File: src/rtl/errcnt_pkg.sv
package errcnt_pkg;

    localparam int NUM_CNT = 5;
    localparam int REG_AW  = 4;
    localparam int REG_DW  = 16;
    localparam int WIDE_W  = 16;
    localparam int NARROW_W = 8;

    localparam logic [REG_AW-1:0] ADDR_MODE  = 4'd0;
    localparam logic [REG_AW-1:0] ADDR_CMD   = 4'd1;
    localparam logic [REG_AW-1:0] ADDR_STAT  = 4'd2;
    localparam logic [REG_AW-1:0] ADDR_HOLD0 = 4'd4;

    typedef enum logic [1:0] {
        SRC_TIMER = 2'd0,
        SRC_SW    = 2'd1,
        SRC_EXT   = 2'd2,
        SRC_NONE  = 2'd3
    } upd_src_e;

    typedef struct packed {
        logic              en;
        logic [REG_AW-1:0] addr;
        logic [REG_DW-1:0] data;
    } host_wr_t;

    // Index order: 0 bpv, 1 cv, 2 lof, 3 fbe, 4 crc
    function automatic int cnt_width(input int idx);
        return (idx == 2 || idx == 3) ? NARROW_W : WIDE_W;
    endfunction

endpackage

File: src/rtl/errcnt_tick.sv
module errcnt_tick #(
    parameter int DIV = 100_000_000
) (
    input  logic clk,
    input  logic rst,
    output logic tick
);
    localparam int CW = (DIV > 2) ? $clog2(DIV) : 1;
    localparam logic [CW-1:0] LAST = CW'(DIV - 1);

    logic [CW-1:0] cnt;

    always_ff @(posedge clk) begin
        if (rst)              cnt <= '0;
        else if (cnt == LAST) cnt <= '0;
        else                  cnt <= cnt + 1'b1;
    end

    assign tick = (cnt == LAST);


    tick_single_chk: assert property (@(posedge clk) disable iff (rst)
        tick |=> !tick);

endmodule

File: src/rtl/errcnt_edge_sync.sv
module errcnt_edge_sync (
    input  logic clk,
    input  logic rst,
    input  logic async_in,
    output logic rise
);
    logic [2:0] stg;

    always_ff @(posedge clk) begin
        if (rst) stg <= '0;
        else     stg <= {stg[1:0], async_in};
    end

    assign rise = stg[1] & ~stg[2];


    one_pulse_chk: assert property (@(posedge clk) disable iff (rst)
        rise |=> !rise);

endmodule

File: src/rtl/errcnt_satcnt.sv
module errcnt_satcnt #(
    parameter int W = 16
) (
    input  logic         clk,
    input  logic         rst,
    input  logic         inc,
    input  logic         clr,
    output logic [W-1:0] val
);
    localparam logic [W-1:0] MAXV = {W{1'b1}};

    always_ff @(posedge clk) begin
        if (rst)                       val <= '0;
        else if (clr)                  val <= inc ? W'(1) : '0;
        else if (inc && val != MAXV)   val <= val + 1'b1;
    end


    no_overflow_chk: assert property (@(posedge clk) disable iff (rst)
        (val == MAXV && !clr) |=> val == MAXV);


    restart_chk: assert property (@(posedge clk) disable iff (rst)
        (clr && !inc) |=> val == '0);

endmodule

File: src/rtl/errcnt_bank.sv
module errcnt_bank
    import errcnt_pkg::*;
#(
    parameter int TICK_DIV = 100_000_000
) (
    input  logic              clk,
    input  logic              rst,
    input  logic              ev_bpv,
    input  logic              ev_cv,
    input  logic              ev_lof,
    input  logic              ev_fbe,
    input  logic              ev_crc,
    input  logic              ext_upd,
    input  logic              wr_en,
    input  logic [REG_AW-1:0] wr_addr,
    input  logic [REG_DW-1:0] wr_data,
    input  logic [REG_AW-1:0] rd_addr,
    output logic [REG_DW-1:0] rd_data,
    output logic              upd_irq
);
    host_wr_t          hw;
    upd_src_e          mode;
    logic              tick, ext_rise, sw_req, clr_done, upd, done;
    logic [NUM_CNT-1:0] ev;
    logic [REG_DW-1:0] live_ext [NUM_CNT];
    logic [REG_DW-1:0] hold     [NUM_CNT];

    assign hw = '{en: wr_en, addr: wr_addr, data: wr_data};
    assign ev = {ev_crc, ev_fbe, ev_lof, ev_cv, ev_bpv};

    errcnt_tick #(.DIV(TICK_DIV)) u_tick (.clk(clk), .rst(rst), .tick(tick));
    errcnt_edge_sync u_sync (.clk(clk), .rst(rst), .async_in(ext_upd), .rise(ext_rise));

    assign sw_req   = hw.en && hw.addr == ADDR_CMD  && hw.data[0];
    assign clr_done = hw.en && hw.addr == ADDR_STAT && hw.data[0];

    always_comb begin
        unique case (mode)
            SRC_TIMER: upd = tick;
            SRC_SW:    upd = sw_req;
            SRC_EXT:   upd = ext_rise;
            default:   upd = 1'b0;
        endcase
    end

    for (genvar i = 0; i < NUM_CNT; i++) begin : g_cnt
        localparam int W = cnt_width(i);
        logic [W-1:0] v;
        errcnt_satcnt #(.W(W)) u_cnt (
            .clk(clk), .rst(rst), .inc(ev[i]), .clr(upd), .val(v));
        assign live_ext[i] = REG_DW'(v);

        always_ff @(posedge clk) begin
            if (rst)      hold[i] <= '0;
            else if (upd) hold[i] <= live_ext[i];
        end


        hold_stable_chk: assert property (@(posedge clk) disable iff (rst)
            !upd |=> $stable(hold[i]));
    end

    always_ff @(posedge clk) begin
        if (rst) begin
            mode <= SRC_TIMER;
            done <= 1'b0;
        end else begin
            if (hw.en && hw.addr == ADDR_MODE) mode <= upd_src_e'(hw.data[1:0]);
            if (upd)           done <= 1'b1;
            else if (clr_done) done <= 1'b0;
        end
    end

    assign upd_irq = done;

    always_comb begin
        rd_data = '0;
        if (rd_addr == ADDR_MODE) rd_data = REG_DW'(mode);
        if (rd_addr == ADDR_STAT) rd_data = REG_DW'(done);
        for (int i = 0; i < NUM_CNT; i++)
            if (rd_addr == ADDR_HOLD0 + REG_AW'(i)) rd_data = hold[i];
    end


    upd_sets_done_chk: assert property (@(posedge clk) disable iff (rst)
        upd |=> upd_irq);


    done_sticky_chk: assert property (@(posedge clk) disable iff (rst)
        (done && !clr_done) |=> done);


    idle_mode_chk: assert property (@(posedge clk) disable iff (rst)
        (mode == SRC_NONE && !done && !(hw.en && hw.addr == ADDR_MODE)) |=> !done);

endmodule

File: config.mk
export PLATFORM = sky130hd
export DESIGN_NAME = errcnt_bank
export DESIGN_NICKNAME = d
export VERILOG_FILES = /design/src/rtl/errcnt_pkg.sv /design/src/rtl/errcnt_tick.sv /design/src/rtl/errcnt_edge_sync.sv /design/src/rtl/errcnt_satcnt.sv /design/src/rtl/errcnt_bank.sv
export SDC_FILE = /design/constraint.sdc
export NUM_CORES = 1
export LEC_CHECK = 0
export ABC_CLOCK_PERIOD_IN_PS = 2600
export BUFFER_PORTS_ARGS = -buffer_cell sky130_fd_sc_hd__buf_4
export CAP_MARGIN = 0
export CELL_PAD_IN_SITES_DETAIL_PLACEMENT = 0
export CELL_PAD_IN_SITES_GLOBAL_PLACEMENT = 1
export CORE_UTILIZATION = 43
export CTS_BUF_LIST = sky130_fd_sc_hd__clkbuf_8 sky130_fd_sc_hd__clkbuf_16
export CTS_CLUSTER_DIAMETER = 200
export DETAILED_ROUTE_END_ITERATION = 12
export PLACE_DENSITY = 0.74
export SLEW_MARGIN = 30
export SYNTH_ARGS = -nofsm -noshare
export SYNTH_HDL_FRONTEND = slang
export SYNTH_SLANG_ARGS = --single-unit
export TNS_END_PERCENT = 100
File: constraint.sdc
create_clock -name clk -period 2.6 [get_ports clk]
set_clock_uncertainty 0.2 [all_clocks]
set_input_delay 0.52 -clock clk [delete_from_list [all_inputs] [get_ports clk]]
set_output_delay 0.52 -clock clk [all_outputs]
set_load 0.01 [all_outputs]
* Word-level counts from Yosys, hierarchy flattened *
Memory sizes are Yosys's and may differ from the RTL's.
Index checks and enable logic that the tools add are counted.
Widths: inputs -> output; s select.

storage, ports and cells
  register bits after elaboration = 97
  output and inout port bits = 17
  memories kept = 1
  input port bits = 33
  logic and storage cells = 94
  memory bits (writable) = 80

memories
  name  words  width  read ports  clocked after memory_dff  wr ports  line               text
  hold  5      16     5           0                         5         errcnt_bank.sv:26  logic [REG_DW-1:0] hold [NUM_CNT];

operators by class
  muxes and demuxes = 35
  add/sub/neg operators = 6
  eq/ne operators = 16
  bitwise gates (word level) = 7
  reduce and logical (&&, ||, !) cells = 20

operators by type and width
  operator               number
  $mux 16                17
  $add 16x1->16 const B  3
  $ne 16x16->1 const B   3
  $mux 8                 4
  $add 27x1->27 const B  1
  $eq 27x27->1 const B   1
  $add 8x1->8 const B    2
  $eq 4x3->1 const B     4
  $ne 8x8->1 const B     2
  $mux 1                 12
  $reduce_bool 2->1      6
  $logic_and 1x1->1      10
  $eq 4x2->1 const B     2
  $logic_not 4->1        2
  $or 1x1->1             5
  $eq 4x1->1 const B     1
  $eq 4x4->1 const B     1
  $pmux 1 s3             1
  $eq 2x1->1 const B     1
  $eq 2x2->1 const B     1
  $logic_not 2->1        1
  $mux 2                 1
  $reduce_or 2->1        1
  $and 1x1->1            1
  $not 1->1              1

* Longest topological paths before layout *
  depth after elaboration = 8
  gate-level depth with buffers = 8
  depth with buffers taken out = 6

* Modules after synthesis *
From an unflattened synthesis, not the netlist that was laid out.

second synthesis, totals
  cell total of the unflattened synthesis = 774
  area, all modules = 8259.2 um^2

modules (own cells, without submodules)
  module                               cells an instance  seq. area each (um^2)  instances  area each (um^2)
  errcnt_bank                          215                1981.9                 1          3449.6
  errcnt_satcnt at g_cnt[0].u_cnt ...  99                 320.3                  3          840.8
  errcnt_tick                          149                540.5                  1          1311.3
  errcnt_satcnt at g_cnt[2].u_cnt ...  53                 160.2                  2          444.2
  errcnt_edge_sync                     7                  60.1                   1          87.6

* Least setup slack after synthesis *
Ideal clock, no wire load.

  path type = register -> register
  from = reg u_tick.cnt[0]
  to = mem hold[0][0], enable pin
  setup time = 0.351 ns
  stages on the path, launching flop included = 8
  required time = 2.049 ns
  arrival = 2.176 ns
  clock period less this slack = 2.727 ns
  path slack = -0.127 ns
  buffers on the path = 2
  cell sequence = dfxtp_1 > ha_1 > nand4_1 > or4_4 > o31ai_4 > or2b_2 > buf_6 > buf_8

RTL lines
  item                    line               text
  from (decl)             errcnt_tick.sv:11  logic [CW-1:0] cnt;
  from (signal assigned)  errcnt_tick.sv:16  else cnt <= cnt + 1'b1;
  to (decl)               errcnt_bank.sv:26

* Worst setup path in the final report *
  from = in rd_addr[1]
  to = out rd_data[2]

between the ends
  longest elaborated chain between the ends = 6
  elaborated cells on any way between the ends = 10
  classes of those cells = eq/ne: 5; mux: 5

ends and longest elaborated chain
  item                  line               text
  from (decl)           errcnt_bank.sv:17  input logic [REG_AW-1:0] rd_addr,
  $eq 4x3->1            errcnt_bank.sv:81  if (rd_addr == ADDR_HOLD0 + REG_AW'(i)) rd_data = hold[i];
  $mux 16 (4 in a row)  errcnt_bank.sv:81
  $mux 16 (*)           errcnt_bank.sv:81
  to (decl)             errcnt_bank.sv:18  output logic [REG_DW-1:0] rd_data,

Mark *: on every way between the ends. The rest lies on a longest branch, timed or not.

==> metrics.csv <==
metric;value;unit
Buf/Inv on CP;2;
Starting Density;0.447;
critical path arrival;1850;ps
CTS tree;yes;
htree depth;4;
CTS root buffer;clkbuf_16;
Setup Crit Path Kind;input pin to primary output;
# diodes;0;
first-pass GRT wire length;26600;µm
CP Capture Type;primary output;
ys flop type;dfxtp_1;
fin crit share;0.987;
placed cell count;990;
crit-path cells;buf_4 > or4b_2 > o22ai_1 > a21oi_1 > buf_4;
cell count along the critical path;5;
detailed-route via count;5494;
clock slew at reported path FFs;60;ps
critical path's slowest cell;or4b_2;
average wire per standard cell;16.0;µm
Placeable Area;16800;µm²
CP max FO;5;
R2R Setup Slk;120;ps
pin count of the biggest net entering global routing;66;
total CTS buffers;17;
RR Startpoint;u_tick.cnt[0]$_SDFF_PP0_;
antenna viol nets, final;0;
DIE WIDTH;134;µm
TritonRoute pass-1 iters;4;
Hold WS;99.0;ps
CP startpoint kind;input pin;
Setup Total Neg Slack;0;ps
Final WS setup;34.1;ps
worst hold-check path type;input pin to flip-flop;
initial antenna violation count;0;
Worst setup startpoint;rd_addr[1];
yosys synthesis warning count;0;
post-synthesis sequential area ratio;0.514;
DR iter-0 viols;399;
highest clock rate;390;MHz
worst setup path end;rd_data[2];
Post-Synthesis Cells;744;
Layout area overhead;16.1;%
pre-CTS setup slack;9.60;ps
Final setup viols;0;
drt total wl;16400;µm
final worst path period need;2570;ps
#FFs+latches synth;161;
LEAKAGE;3.34;nW
RSZ-0062 raised after global routing;no;
Post-Syn Area;7520;µm²
Crit path max-delay family;simple AND/OR/NAND/NOR gates;
status;complete, no violations;
Max stage delay on crit path;730;ps
Synth async-reset ratio;0;
Sink Count;161;
Global Route Usage Sum;0.189;
# DRC;0;
EDFF count, synth;64;
most frequent CP cell;buf_4;
Final Max Slew Viols;0;
fin nets;830;
syn_nets;783;
vias in the first global route;5279;
Avg Vias per Cell;5.37;
Pwr per Cell Area;628;nW/µm²
worst reg2reg path depth;6;
Max Cap Viol;0;
synthesized area per cell;10.1;µm²
maximum clock path buffer count;2;
Port Buffers;35;
die height;134;µm
Util after Layout;0.519;
die area;18000;µm²
GP Congestion;0.850;
layout cells sized above 1;0.142;
Rows;47;
Slew @ Worst Pin;482;ps
number of cells in the finished layout apart from fillers;1024;
final global-route overflow total;0;
Peak supply drop;0.527;mV
Crit Reg-Reg Endpoint;hold[3][7]$_SDFFCE_PN0P_;
slew margin rel.;0.678;
Final Hold Vio Count;0;
I/O pins;50;
Netlist cell types;62;
Clk Latency, worst-skew pair;430;ps
DP HPWL;11400;µm
Req. time, crit path;1880;ps
[worst reg2reg max path: stages (launching register included)]
cell and delay [ps]:
dfxtp_1 350, ha_2 180, nand4_1 130, or4_4 550, o31ai_4 270, or2b_4 260, buf_12 230
[registers in the layout, summed over array words and instances, names as in the netlist]
register,cells
g_cnt.u_cnt.val,64
hold,64
mode,2
u_sync.stg,3
u_tick.cnt,27
upd_irq,1
[kinds of logic (layout without fill, tap and decap cells)]
logic type	after synthesis	after routing	synth area share
compound gates	69	69	0.0649
simple gates	364	364	0.253
fa+ha+maj	6	6	0.00998
mux	26	26	0.0373
xor+xnor	74	74	0.0862
flops	161	161	0.514
buf+inv	44	104	0.0349
[routing by layer]
layer | vias up | share of wire | GRT usage
met3 | 15 | 0.038 | 0.0457
met5 | - | 0 | 0
met4 | 0 | 0.013 | 0.0612
li1 | 2774 | - | -
met2 | 71 | 0.47 | 0.310
met1 | 2634 | 0.48 | 0.245
[synthesized netlist by cell type (5+ instances only)]
cell       instances  area (µm²)
nor2_1           110         413
dfxtp_1           97        1940
and3_1            75         469
edfxtp_1          64        1920
xnor2_1           46         403
nand2_1           44         165
nand3_1           28         140
xor2_1            28         245
nand4_1           23         144
mux2i_1           19         190
nor3_1            18        90.1
a21oi_1           16        80.1
clkbuf_1          16        60.1
o21ai_0           16        80.1
inv_1              9        33.8
nor4_1             9        56.3
and2_1             8        50.1
nor4b_1            7        61.3
and4_1             6        52.6
clkbuf_2           6        30.0
ha_1               6        75.1
mux2_2             6        67.6
nor2b_1            6        37.5
o211ai_1           6        45.0
or3_1              6        37.5
buf_8              5        75.1
o2bb2ai_1          5        43.8
[placed cells by master (no fill, tap or decap), types with 6 or more instances in the layout]
cell type  count
nor2_1       110
dfxtp_1       97
and3_1        75
edfxtp_1      64
buf_4         57
xnor2_1       46
nand2_1       44
nand3_1       28
xor2_1        28
nand4_1       23
mux2i_1       19
clkbuf_16     19
nor3_1        18
o21ai_0       16
a21oi_1       16
inv_1         11
nor4_1         9
and2_1         8
mux2_2         6
nor4b_1        6
o211ai_1       6
and4_1         6
or3_1          6
[layout make-up]
| cell class | instances | area (µm²) |
|---|---|---|
| fill | 1540 | 8090 |
| sequential | 161 | 3860 |
| multi-input combinational | 539 | 3410 |
| timing repair buffer | 63 | 553 |
| clock buffer | 19 | 464 |
| tap | 220 | 275 |
| clock inverter | 13 | 133 |
| inverter | 9 | 33.8 |
[power breakdown]
part,leakage [nW],internal (mW),switching (mW)
Clock,0.300,1.49,1.03
Combinational,1.58,0.113,0.147
Sequential,1.46,2.67,0.0356
Total,3.34,4.28,1.21
[what timing repair did]
item,4_1_cts,5_1_grt
hold buffers,0,0
endpoints found under the setup margin,0,76
buffers inserted,0,1
resized for setup,0,1
[through the flow]
stage	power (mW)	instance area, µm²
after detailed placement	3.02	8100
after floorplan	2.92	7540
after global routing	5.67	8730
after global placement	3.01	8100
after CTS	5.53	8700
final	5.49	8730
[worst min path at each step]
| stage | slack (ps) | startpoint | end | cells after the start |
|---|---|---|---|---|
| after detailed placement | 220 | u_sync.stg[0]$_SDFF_PP0_ | u_sync.stg[1]$_SDFF_PP0_ | 1 |
| final | 100 | ext_upd | u_sync.stg[0]$_SDFF_PP0_ | 2 |
| after floorplan | 210 | u_sync.stg[0]$_SDFF_PP0_ | u_sync.stg[1]$_SDFF_PP0_ | 1 |
| after global routing | 90 | ext_upd | u_sync.stg[0]$_SDFF_PP0_ | 2 |
| after CTS | 90 | ext_upd | u_sync.stg[0]$_SDFF_PP0_ | 2 |
| after global placement | 230 | u_tick.cnt[0]$_SDFF_PP0_ | u_tick.cnt[0]$_SDFF_PP0_ | 1 |
No activity file was read; power rests on OpenSTA's default activity.
